--- src/rtl/cfg_retry_rp_pkg.sv ---
package cfg_retry_rp_pkg;
  localparam logic [2:0] CPL_SC  = 3'b000;
  localparam logic [2:0] CPL_UR  = 3'b001;
  localparam logic [2:0] CPL_CRS = 3'b010;
  localparam logic [2:0] CPL_CA  = 3'b100;

  localparam int VID_BYTES = 2;
  localparam logic [15:0] VID_MARKER = 16'h0001;

  typedef enum logic [1:0] {
    FSM_IDLE  = 2'd0,
    FSM_ISSUE = 2'd1,
    FSM_WAIT  = 2'd2
  } fsm_e;

  typedef enum logic [1:0] {
    ACT_PASS  = 2'd0,
    ACT_SYNTH = 2'd1,
    ACT_FAIL  = 2'd2,
    ACT_RETRY = 2'd3
  } act_e;
endpackage

--- src/rtl/cfg_retry_req_hold.sv ---
module cfg_retry_req_hold #(
  parameter int OFF_W  = 10,
  parameter int DATA_W = 32,
  parameter int LIM_W  = 8
) (
  input  logic                  clk,
  input  logic                  rst,
  input  logic                  load,
  input  logic                  bump,
  input  logic                  in_write,
  input  logic [OFF_W-1:0]      in_reg,
  input  logic [DATA_W/8-1:0]   in_be,
  input  logic [DATA_W-1:0]     in_wdata,
  output logic                  q_write,
  output logic [OFF_W-1:0]      q_reg,
  output logic [DATA_W/8-1:0]   q_be,
  output logic [DATA_W-1:0]     q_wdata,
  output logic [LIM_W-1:0]      q_cnt
);
  localparam int BE_W = DATA_W / 8;
  localparam logic [LIM_W-1:0] CNT_MAX = {LIM_W{1'b1}};

  always_ff @(posedge clk) begin
    if (rst) begin
      q_write <= 1'b0;
      q_reg   <= '0;
      q_be    <= '0;
      q_wdata <= '0;
    end else if (load) begin
      q_write <= in_write;
      q_reg   <= in_reg;
      q_be    <= in_be[BE_W-1:0];
      q_wdata <= in_wdata;
    end
  end

  // per-request retry counter, saturating
  always_ff @(posedge clk) begin
    if (rst || load) begin
      q_cnt <= '0;
    end else if (bump && q_cnt != CNT_MAX) begin
      q_cnt <= q_cnt + 1'b1;
    end
  end
endmodule

--- src/rtl/cfg_retry_classify.sv ---
module cfg_retry_classify
  import cfg_retry_rp_pkg::*;
#(
  parameter int OFF_W  = 10,
  parameter int DATA_W = 32,
  parameter int LIM_W  = 8
) (
  input  logic                vis_en,
  input  logic                is_write,
  input  logic [OFF_W-1:0]    reg_num,
  input  logic [DATA_W/8-1:0] be,
  input  logic [2:0]          status,
  input  logic [LIM_W-1:0]    limit,
  input  logic [LIM_W-1:0]    cnt,
  output act_e                act
);
  logic vid_cover;
  logic limit_hit;

  assign vid_cover = !is_write && (reg_num == '0) && (&be[VID_BYTES-1:0]);
  assign limit_hit = (limit != '0) && (cnt >= limit);

  always_comb begin
    act = ACT_FAIL;
    if (status == CPL_SC) begin
      act = ACT_PASS;
    end else if (status == CPL_CRS) begin
      if (vis_en && vid_cover) begin
        act = ACT_SYNTH;
      end else if (limit_hit) begin
        act = ACT_FAIL;
      end else begin
        act = ACT_RETRY;
      end
    end
  end
endmodule

--- src/rtl/cfg_retry_rsp_build.sv ---
module cfg_retry_rsp_build
  import cfg_retry_rp_pkg::*;
#(
  parameter int DATA_W = 32
) (
  input  logic                clk,
  input  logic                rst,
  input  logic                fire,
  input  act_e                act,
  input  logic                is_write,
  input  logic [DATA_W/8-1:0] be,
  input  logic [DATA_W-1:0]   cpl_data,
  output logic                rsp_valid,
  output logic [DATA_W-1:0]   rsp_data,
  output logic                rsp_err
);
  localparam int BE_W = DATA_W / 8;

  logic [DATA_W-1:0] synth_word;

  for (genvar b = 0; b < BE_W; b++) begin : g_lane
    if (b < VID_BYTES) begin : g_vid
      assign synth_word[8*b +: 8] = VID_MARKER[8*b +: 8];
    end else begin : g_rest
      assign synth_word[8*b +: 8] = be[b] ? 8'hFF : 8'h00;
    end
  end

  always_ff @(posedge clk) begin
    if (rst) begin
      rsp_valid <= 1'b0;
      rsp_data  <= '0;
      rsp_err   <= 1'b0;
    end else begin
      rsp_valid <= fire;
      if (fire) begin
        case (act)
          ACT_PASS: begin
            rsp_data <= is_write ? '0 : cpl_data;
            rsp_err  <= 1'b0;
          end
          ACT_SYNTH: begin
            rsp_data <= synth_word;
            rsp_err  <= 1'b0;
          end
          default: begin
            rsp_data <= '1;
            rsp_err  <= 1'b1;
          end
        endcase
      end
    end
  end
endmodule

--- src/rtl/cfg_retry_rp.sv ---
module cfg_retry_rp
  import cfg_retry_rp_pkg::*;
#(
  parameter int OFF_W  = 10,
  parameter int DATA_W = 32,
  parameter int LIM_W  = 8
) (
  input  logic                clk,
  input  logic                rst,
  input  logic                cfg_vis_en,
  input  logic [LIM_W-1:0]    cfg_retry_limit,
  input  logic                host_req_valid,
  output logic                host_req_ready,
  input  logic                host_req_write,
  input  logic [OFF_W-1:0]    host_req_reg,
  input  logic [DATA_W/8-1:0] host_req_be,
  input  logic [DATA_W-1:0]   host_req_wdata,
  output logic                link_req_valid,
  input  logic                link_req_ready,
  output logic                link_req_write,
  output logic [OFF_W-1:0]    link_req_reg,
  output logic [DATA_W/8-1:0] link_req_be,
  output logic [DATA_W-1:0]   link_req_wdata,
  input  logic                cpl_valid,
  input  logic [2:0]          cpl_status,
  input  logic [DATA_W-1:0]   cpl_data,
  output logic                rsp_valid,
  output logic [DATA_W-1:0]   rsp_data,
  output logic                rsp_err
);
  fsm_e state_q;
  logic accept;
  logic take_cpl;
  logic fire;
  logic bump;
  logic [LIM_W-1:0] cnt;
  act_e act;

  assign host_req_ready = (state_q == FSM_IDLE);
  assign link_req_valid = (state_q == FSM_ISSUE);
  assign accept   = host_req_valid && host_req_ready;
  assign take_cpl = cpl_valid && (state_q == FSM_WAIT);
  assign bump     = take_cpl && (act == ACT_RETRY);
  assign fire     = take_cpl && (act != ACT_RETRY);

  cfg_retry_req_hold #(.OFF_W(OFF_W), .DATA_W(DATA_W), .LIM_W(LIM_W)) u_hold (
    .clk      (clk),
    .rst      (rst),
    .load     (accept),
    .bump     (bump),
    .in_write (host_req_write),
    .in_reg   (host_req_reg),
    .in_be    (host_req_be),
    .in_wdata (host_req_wdata),
    .q_write  (link_req_write),
    .q_reg    (link_req_reg),
    .q_be     (link_req_be),
    .q_wdata  (link_req_wdata),
    .q_cnt    (cnt)
  );

  cfg_retry_classify #(.OFF_W(OFF_W), .DATA_W(DATA_W), .LIM_W(LIM_W)) u_cls (
    .vis_en   (cfg_vis_en),
    .is_write (link_req_write),
    .reg_num  (link_req_reg),
    .be       (link_req_be),
    .status   (cpl_status),
    .limit    (cfg_retry_limit),
    .cnt      (cnt),
    .act      (act)
  );

  cfg_retry_rsp_build #(.DATA_W(DATA_W)) u_rsp (
    .clk       (clk),
    .rst       (rst),
    .fire      (fire),
    .act       (act),
    .is_write  (link_req_write),
    .be        (link_req_be),
    .cpl_data  (cpl_data),
    .rsp_valid (rsp_valid),
    .rsp_data  (rsp_data),
    .rsp_err   (rsp_err)
  );

  always_ff @(posedge clk) begin
    if (rst) begin
      state_q <= FSM_IDLE;
    end else begin
      case (state_q)
        FSM_IDLE:  if (accept) state_q <= FSM_ISSUE;
        FSM_ISSUE: if (link_req_ready) state_q <= FSM_WAIT;
        FSM_WAIT: begin
          if (bump) state_q <= FSM_ISSUE;
          else if (fire) state_q <= FSM_IDLE;
        end
        default: state_q <= FSM_IDLE;
      endcase
    end
  end
endmodule

--- config.mk ---
export PLATFORM = sky130hd
export DESIGN_NAME = cfg_retry_rp
export DESIGN_NICKNAME = d
export VERILOG_FILES = /design/src/rtl/cfg_retry_rp_pkg.sv /design/src/rtl/cfg_retry_req_hold.sv /design/src/rtl/cfg_retry_classify.sv /design/src/rtl/cfg_retry_rsp_build.sv /design/src/rtl/cfg_retry_rp.sv
export SDC_FILE = /design/constraint.sdc
export NUM_CORES = 1
export LEC_CHECK = 0
export BUFFER_PORTS_ARGS = -buffer_cell sky130_fd_sc_hd__buf_2
export CAP_MARGIN = 20
export CORE_MARGIN = 3
export CORE_UTILIZATION = 45
export DETAILED_ROUTE_END_ITERATION = 7
export PLACE_DENSITY = 0.82
export SETUP_SLACK_MARGIN = 0.5
export SYNTH_ARGS = -nofsm -noshare
export SYNTH_HDL_FRONTEND = slang
export SYNTH_SLANG_ARGS = --single-unit
--- constraint.sdc ---
create_clock -name clk -period 3.9 [get_ports clk]
set_input_delay 0.78 -clock clk [delete_from_list [all_inputs] [get_ports clk]]
set_output_delay 0.78 -clock clk [all_outputs]
set_load 0.01 [all_outputs]
==> results.toml, run 1 <==
[placement]
port_buffers = 178
dp.cells = 710
place_ws_ps = 889
place_hpwl_mm = 7.62
gp_congestion = 0.780

[worst_setup_path]
start_kind = "input pin"
critPathMostFrequentCell = "a2111oi_2"
cp_num_buf_inv = 1
crit_family = "compound AO/OA/AOI/OAI gates"
arrival_ps = 2890
slowest_stage = "nor2_1"
endpoint_kind = "flip-flop"
cp.required_ps = 4140
cpPeakStageDelay_ps = 590
cp_max_fo = 12
crit_type = "in -> reg"
crit_chain = "buf_2 -> ha_1 -> nand2b_1 -> a2111oi_2 -> a2111oi_2 -> nor2_1 -> a31oi_1 -> a41o_1"

[finish]
final_util_pct = 62.1
finalNonFillerCells = 726
syn2layout_area_growth_pct = 30.1
antenna_cells = 0
drive_gt1_share_pct = 34.8
nets = 725

[synth]
synthCells = 451
synth_mux_area_share_pct = 0.263
syn-num-nets = 556
synthArstFlopShare_pct = 0
synth_edf_count = 0
synth_top_family_by_area = "compound AO/OA/AOI/OAI gates"
synth_adder_area_share_pct = 2.96
synth_cell_types = 48
ys_top_cells_by_count = "nand2_1 (119), dfxtp_1 (91), a21oi_1 (86)"
synth_compound_area_share_pct = 23.4
post_synth_xor_area_fraction_pct = 0
yosys.area.top_type_share_pct = 47.9
synth-seq-cells = 91
yosysMostFrequentCell = "nand2_1"
synth.avg_cell_area_um2 = 8.43
synth_flop_cell = "dfxtp_1"
yosysWarnings = 0
netlist_area_um2 = 3800
yosysTopAreaCell = "dfxtp_1"
yosys.area_share.simple_pct = 20.9
synth_area_leaders = "dfxtp_1 (48%), nand2_1 (12%), a21oi_1 (11%)"
synth-seq-area-share_pct = 47.9

[timing]
setup_slack_ps = 1250
worst_slew_pin_slew_ps = 994
finalSetupViolations = 0
max_freq_mhz = 377
period_needed_ps = 2650
hold_violations = 0
slew_viol_final = 0
timing.final.crit_share_pct = 68.1
slew_headroom_pct = 33.4
rsz0062_at_grt = "no"
final.setup.tns_ps = 0
fin_worst_skew_ps = 14.7

[route]
drt_iter0_markers = 118
post_drt_wl_per_cell_um = 14.2
detail_route.vias_per_cell = 5.12
drc = 0
dr.pass1.iters = 4
wirelength_mm = 10.3
ant_nets = 0
vias = 3715

[floorplan]
boundaryPins = 179
die_y_um = 97.9
fp-row-count = 32
core-area_um2 = 7970
dieArea_um2 = 9590
initial_core_util_pct = 47.7
die_x_um = 97.9

[status]
outcome = "complete, no violations"

[clocking]
cts.repair.resized = 0
clockBufferDepth = 2
cts.sinks = 91
clk_transition_reported_paths_ps = 90
htreeDepth = 3
clock-root-buffer = "clkbuf_8"
tritoncts = "done"
numCtsBuffers = 9
insertion_delay_ps = 350
cts_setup_buffers = 0
ctsHoldBuffers = 0

[job]
drv_cap = 0

[global_routing]
grt_pass1_wl_mm = 16.8
grt_usage_pct = 21.0
first_global_vias = 3681
overflow = 0
grt_start_max_net_pins = 50
antenna_found_initial = 0

[hold_path]
hold_class = "reg -> reg"

[pwr]
leakage_nw = 2.46
ir_drop_mv = 0.214
power_density_nw_per_um2 = 385
worst register-to-register path, cell delays in order (launching register included):
cell and delay, ps:
dfxtp_1 380, inv_1 90, ha_1 260, nand2b_1 160, a2111oi_2 400, a2111oi_2 130, nor2_1 590, a31oi_1 210
a41o_1 250
layer usage:
metal,GRT usage [%],share of wire (%),vias to the layer above
met4,8.31,2.0,0
met1,24.5,41,1680
met5,0,0,-
met3,6.93,8.7,16
li1,-,-,1883
met2,35.6,48,136
placed cells by master (no fill, tap or decap), types with 6 or more instances in the layout:
master | Yosys | routed
a21oi_1 | 86 | 86
buf_2 | 4 | 178
clkbuf_8 | 0 | 9
dfxtp_1 | 91 | 91
ha_1 | 9 | 9
inv_1 | 12 | 12
nand2_1 | 119 | 119
nor2_1 | 12 | 12
nor3_1 | 6 | 6
o21a_1 | 16 | 16
o21ba_1 | 14 | 14
report_power, final:
group / switching, mW / leakage (nW) / total, mW / internal, mW
Combinational: 0.159 / 1.63 / 0.280 / 0.121
Sequential: 0.0285 / 0.742 / 1.00 / 0.975
Clock: 0.325 / 0.0890 / 0.622 / 0.297
Total: 0.512 / 2.46 / 1.90 / 1.39
layout make-up:
class                           instances  area [µm²]
Clock buffer                           10         128
Sequential cell                        91        1820
Tap cell                              102         128
Inverter                               12        45.0
Clock inverter                          5        62.6
Timing Repair Buffer                  184         943
Fill cell                             702        3020
Multi-Input combinational cell        322        1820
metrics by stage:
stage	total power, mW	area (µm²)	hold slack (ps)
detailed placement	1.31	4750	443
finish	1.90	4940	453
global route	2.00	4940	474
floorplan	1.18	3800	476
CTS	1.92	4940	456
global placement	1.29	4730	438
path summary, 6_finish.rpt:
kind	slack [ps]	startpoint	endpoint	cells past startpoint
max	1250	cfg_retry_limit[0]	u_hold.q_cnt[2]$_SDFFE_PP0P_	8
min	450	u_hold.q_wdata[21]$_SDFFE_PP0P_	u_hold.q_wdata[21]$_SDFFE_PP0P_	2
max reg2reg	1340	u_hold.q_cnt[0]$_SDFFE_PP0P_	u_hold.q_cnt[2]$_SDFFE_PP0P_	8
min reg2reg	450	u_hold.q_wdata[21]$_SDFFE_PP0P_	u_hold.q_wdata[21]$_SDFFE_PP0P_	2
cells by family (layout without fill, tap and decap cells):
| group | Yosys count | count (layout) |
|---|---|---|
| and+or+nand+nor | 172 | 172 |
| AOI/OAI and AO/OA | 140 | 140 |
| DFF | 91 | 91 |
| buffers and inverters | 38 | 211 |
| adders and majority gates | 9 | 9 |
| muxes | 1 | 1 |
No activity file was read; power rests on OpenSTA's default activity.
==> run 2, diff against run 1 <==
==> constraint.sdc (replaced) <==
create_clock -name clk -period 2.6 [get_ports clk]
set_input_delay 0.52 -clock clk [delete_from_list [all_inputs] [get_ports clk]]
set_output_delay 0.52 -clock clk [all_outputs]
set_load 0.01 [all_outputs]
==> results.toml, run 2 (synthesis results as in run 1) <==
[status]
outcome = "complete, no violations"

[finish]
layout_commonest_cell = "buf_2"
syn2layout_area_growth_pct = 36.6
final_cell_area_um2 = 5190
final_cell_mix = "buf_2 (178), nand2_1 (118), dfxtp_1 (86)"
drive_gt1_share_pct = 38.7
finalNonFillerCells = 741
antenna_cells = 0
n_fill_cell = 698
nets = 739

[route]
drt_iter0_markers = 115
ant_nets = 0
vias = 3857
post_drt_wl_per_cell_um = 14.5
wirelength_mm = 10.7
detail_route.vias_per_cell = 5.21
dr.pass1.iters = 4
drc = 0

[floorplan]
boundaryPins = 179
fp-row-count = 32
initial_core_util_pct = 47.7
die_y_um = 97.9
dieArea_um2 = 9590
core-area_um2 = 7970
die_x_um = 97.9

[hold_path]
hold_end = "u_hold.q_wdata[0]$_SDFFE_PP0P_"
hold_depth = 3
holdCritStartpoint = "host_req_wdata[0]"
hold_class = "in -> reg"

[global_routing]
grt_pass1_wl_mm = 17.2
grt_usage_pct = 21.4
antenna_found_initial = 0
first_global_vias = 3787
overflow = 0
grt_start_max_net_pins = 48

[pwr]
clock_power_share_pct = 34.2
p_int_mw = 2.14
ir_drop_mv = 0.366
swShare_pct = 27.6
power_frac_seq_pct = 50.9
leakage_nw = 2.57
power_density_nw_per_um2 = 569
switching_power_mw = 0.816
combPwrFrac_pct = 14.9

[timing]
slew_viol_final = 0
slew_headroom_pct = 60.6
timing.final.crit_share_pct = 80.1
period_needed_ps = 2080
max_freq_mhz = 480
fin_worst_skew_ps = 15.3
worst_slew_pin_slew_ps = 591
hold_violations = 0
finalSetupViolations = 0
rsz0062_at_grt = "yes"

[worst_setup_path]
cp_max_fo = 5
arrival_ps = 2380
endpoint_kind = "flip-flop"
r2r-end = "u_hold.q_cnt[5]$_SDFFE_PP0P_"
r2r_cells = 7
cp.required_ps = 2900
crit_type = "reg -> reg"
r2r_slack_ps = 520
start_kind = "flip-flop"
r2r_start = "u_hold.q_cnt[1]$_SDFFE_PP0P_"

[clocking]
ctsHoldBuffers = 0
numCtsBuffers = 9
clock-root-buffer = "clkbuf_8"
clockBufferDepth = 2
tritoncts = "done"
htreeDepth = 3
insertion_delay_ps = 360
cts.sinks = 91
clk_transition_reported_paths_ps = 100

[placement]
postPlaceCellArea_um2 = 4860
port_buffers = 178
dp.cells = 721
gp_congestion = 0.798
place_hpwl_mm = 7.86

[job]
drv_cap = 0
## run 2: metal layers
| metal | track usage (%) | share of wire (%) |
|---|---|---|
| met3 | 6.29 | 8.5 |
| met1 | 24.5 | 40 |
| met4 | 7.14 | 1.6 |
| met2 | 37.9 | 50 |
| met5 | 0 | 0 |
## run 2: stage by stage
step | TNS (ps) | worst slack, ps | utilization, % | total power [mW] | hold WS (ps)
after CTS | 0 | 475 | 64.6 | 2.97 | 373
final | 0 | 519 | 65.2 | 2.96 | 392
after floorplan | 0 | 508 | - | 1.77 | 476
after global routing | 0 | 458 | 65.2 | 3.09 | 373
after global placement | -3440 | -143 | 60.7 | 1.95 | 439
after detailed placement | 0 | 88.8 | 61.0 | 1.97 | 444
## run 2: what timing repair did
action | in CTS | in global routing
hold endpoints to repair | 0 | 0
pin swaps | 5 | 6
resized for setup | 10 | 11
buffers inserted | 4 | 0
setup endpoints to repair | 27 | 41
## run 2: worst max-delay path by stage
stage	startpoint	end	slack, ps	depth (start not counted)
CTS	u_hold.q_cnt[0]$_SDFFE_PP0P_	u_hold.q_cnt[5]$_SDFFE_PP0P_	480	9
finish	u_hold.q_cnt[1]$_SDFFE_PP0P_	u_hold.q_cnt[5]$_SDFFE_PP0P_	520	7
detailed placement	cfg_retry_limit[7]	u_rsp.rsp_data[16]$_SDFFE_PP0P_	90	10
global placement	cfg_retry_limit[3]	u_rsp.rsp_data[31]$_SDFFE_PP0P_	-140	8
floorplan	cfg_retry_limit[0]	u_hold.q_cnt[5]$_SDFFE_PP0P_	510	7
global route	u_hold.q_cnt[0]$_SDFFE_PP0P_	u_hold.q_cnt[5]$_SDFFE_PP0P_	460	9
## run 2: area by class of cell
| type | instances | area [µm²] | share of cell area, % |
|---|---|---|---|
| Sequential cell | 91 | 1830 | 35.3 |
| Clock buffer | 10 | 138 | 2.65 |
| Tap cell | 102 | 128 | 2.46 |
| Timing Repair Buffer | 198 | 1060 | 20.5 |
| Clock inverter | 6 | 72.6 | 1.40 |
| Inverter | 12 | 45.0 | 0.867 |
| Multi-Input combinational cell | 322 | 1910 | 36.9 |
## run 2: worst max-delay path, cell delays in order, from the launching register on
cell and delay [ps]:
dfxtp_2 350, ha_1 320, a2111oi_4 410, a2111oi_4 100, buf_4 160, or2_4 250
or3_4 330, a21oi_2 110
## run 2: power groups by stage
stage          clock network, mW  registers (mW)  logic [mW]
3_3_place_gp                   0            1.53       0.419
5_1_grt                     1.09            1.51       0.489
4_1_cts                     1.02            1.50       0.441
6_report                    1.01            1.50       0.441
2_1_floorplan                  0            1.56       0.203
3_5_place_dp                   0            1.54       0.434
==> run 3, diff against run 2 <==
--- a/config.mk
+++ b/config.mk
@@ -5,12 +5,13 @@
 export SDC_FILE = /design/constraint.sdc
 export NUM_CORES = 1
 export LEC_CHECK = 0
+export ABC_AREA = 1
 export BUFFER_PORTS_ARGS = -buffer_cell sky130_fd_sc_hd__buf_2
 export CAP_MARGIN = 20
 export CORE_MARGIN = 3
 export CORE_UTILIZATION = 45
 export DETAILED_ROUTE_END_ITERATION = 7
-export PLACE_DENSITY = 0.82
+export PLACE_DENSITY = 0.81
 export SETUP_SLACK_MARGIN = 0.5
 export SYNTH_ARGS = -nofsm -noshare
 export SYNTH_HDL_FRONTEND = slang
==> constraint.sdc (replaced) <==
create_clock -name clk -period 2.1 [get_ports clk]
set_input_delay 0.42 -clock clk [delete_from_list [all_inputs] [get_ports clk]]
set_output_delay 0.42 -clock clk [all_outputs]
set_load 0.01 [all_outputs]
==> results.toml, run 3 <==
[status]
outcome = "complete, no violations"

[synth]
yosysMostFrequentCell = "nor2_1"
ys_top_cells_by_count = "nor2_1 (173), dfxtp_1 (91), o21ai_0 (61)"
synthArstFlopShare_pct = 0
synthCells = 565
synth-seq-area-share_pct = 44.9
netlist_area_um2 = 4060
synth_flop_cell = "dfxtp_1"
synth_cell_types = 32
synth-seq-cells = 91
syn-num-nets = 670
synth_edf_count = 0
yosysTopAreaCell = "dfxtp_1"
synth.avg_cell_area_um2 = 7.18
synth_area_leaders = "dfxtp_1 (45%), nor2_1 (16%), o21ai_0 (7.5%)"
yosysWarnings = 0
yosys.area.top_type_share_pct = 44.9

[floorplan]
dieArea_um2 = 10200
initial_core_util_pct = 46.5
die_x_um = 101
boundaryPins = 179
fp-row-count = 34
die_y_um = 101
core-area_um2 = 8720

[clocking]
tritoncts = "done"
clock-root-buffer = "clkbuf_8"
htreeDepth = 3
cts.sinks = 91
insertion_delay_ps = 350
ctsHoldBuffers = 0
numCtsBuffers = 9
clockBufferDepth = 2
clk_transition_reported_paths_ps = 90

[finish]
nets = 856
syn2layout_area_growth_pct = 43.6
multi_input_area_um2 = 2250
final_cell_mix = "buf_2 (178), nor2_1 (163), dfxtp_1 (83)"
drive_gt1_share_pct = 41.8
n_fill_cell = 700
layout_commonest_cell = "buf_2"
regArea_um2 = 1850

[worst_setup_path]
crit_type = "reg -> reg"
endpoint_kind = "flip-flop"
cp.required_ps = 2340
arrival_ps = 2060
start_kind = "flip-flop"
cp_max_fo = 8

[timing]
worst_slew_pin_slew_ps = 507
fin_worst_skew_ps = 11.0
slew_headroom_pct = 66.2
max_freq_mhz = 548
hold_slack_ps = 289
rsz0062_at_grt = "yes"
hold_violations = 0
finalSetupViolations = 0
period_needed_ps = 1830
slew_viol_final = 0
timing.final.crit_share_pct = 86.9
final.setup.tns_ps = 0

[global_routing]
overflow = 0
antenna_found_initial = 1
grt_pass1_wl_mm = 19.0
grt_start_max_net_pins = 43
first_global_vias = 4198
grt_usage_pct = 23.2

[hold_path]
hold_class = "in -> reg"

[route]
detail_route.vias_per_cell = 5.04
post_drt_wl_per_cell_um = 14.2
vias = 4361
wirelength_mm = 12.3
drc = 0
dr.pass1.iters = 5
drt_iter0_markers = 194
ant_nets = 0

[placement]
place_hpwl_mm = 8.67
gp_congestion = 0.940
port_buffers = 178

[job]
drv_cap = 0

[pwr]
power_density_nw_per_um2 = 706
leakage_nw = 2.83
ir_drop_mv = 0.400
[run 3: cell types whose count changed after synthesis, sizes merged, moves of 5 or more]
cell | previous run | this run
o21ai | 5 | 82
nor2 | 15 | 183
o21a | 16 | 0
inv | 12 | 49
o21ba | 16 | 0
a21oi | 87 | 21
nor4 | 5 | 0
nand3 | 3 | 36
xor2 | 0 | 5
nand2 | 119 | 48
[run 3: logic make-up (layout without fill, tap and decap cells)]
logic type               count (synthesis)  in the layout  share of synthesized area (%)
other                                    0              1                              0
AND/OR/NAND/NOR                        279            280                           29.8
flip-flops                              91             91                           44.9
adder cells (fa/ha/maj)                  9              9                           2.77
AO/OA/AOI/OAI                          105            105                           13.3
XOR/XNOR                                 5              5                           1.08
buffers and inverters                   76            266                           8.20
[run 3: cell type report]
cell class	count	share of cell area [%]
antenna	1	0.0429
clock buffer	10	2.36
clock inverter	6	1.63
inverter	50	4.23
multi-input combinational	399	38.7
sequential	91	31.7
tap	108	2.32
timing repair buffer	199	18.9
timing repair inverter	1	0.150
[run 3: metrics by stage]
step	std cells	utilization, %	worst slack [ps]	power, mW	cell area, µm²
final	865	66.8	274	4.12	5830
after global routing	865	66.8	137	4.33	5830
after CTS	863	65.2	350	4.11	5690
after detailed placement	836	59.3	8.34	2.74	5170
after global placement	836	59.3	69.6	2.71	5170
after floorplan	565	-	304	2.39	4200
[run 3: worst max-delay path: stages, from the launching register on]
cell and delay [ps]:
dfxtp_4 360, ha_4 240, a21o_1 160, nor2_1 150
nand3_2 90, nand2_2 90, nand3_4 110, nand2_8 150
inv_12 60, buf_12 140, o21ai_2 110, nor2_1 50
[run 3: power by group]
part	internal [mW]	leakage [nW]	switching [mW]
Clock	0.719	0.118	0.635
Combinational	0.325	1.96	0.494
Sequential	1.86	0.751	0.0868
Total	2.90	2.83	1.22
[run 3: timing repair]
action	4_1_cts	5_1_grt
pin swaps	17	10
buffers inserted	9	1
gates resized for setup	56	37
cloned	2	0
setup endpoints to repair	43	74
hold endpoints to repair	0	0
[run 3: path summary, 6_finish.rpt]
path / startpoint / end / slack [ps] / cells after the start
setup / recovery: u_hold.q_cnt[7]$_SDFFE_PP0P_ / u_rsp.rsp_data[5]$_SDFFE_PP0P_ / 270 / 11
hold / removal: host_req_wdata[15] / u_hold.q_wdata[15]$_SDFFE_PP0P_ / 290 / 3
setup reg to reg: u_hold.q_cnt[7]$_SDFFE_PP0P_ / u_rsp.rsp_data[5]$_SDFFE_PP0P_ / 270 / 11
hold reg to reg: u_hold.q_wdata[7]$_SDFFE_PP0P_ / u_hold.q_wdata[7]$_SDFFE_PP0P_ / 470 / 2
[run 3: routing by layer]
layer / wire (µm) / vias to the layer above / global-route usage, %
met2: 6330 / 156 / 38.8
li1: - / 2179 / -
met3: 824 / 25 / 5.67
met5: 0 / - / 0
met1: 4860 / 2001 / 28.6
met4: 303 / 0 / 9.41
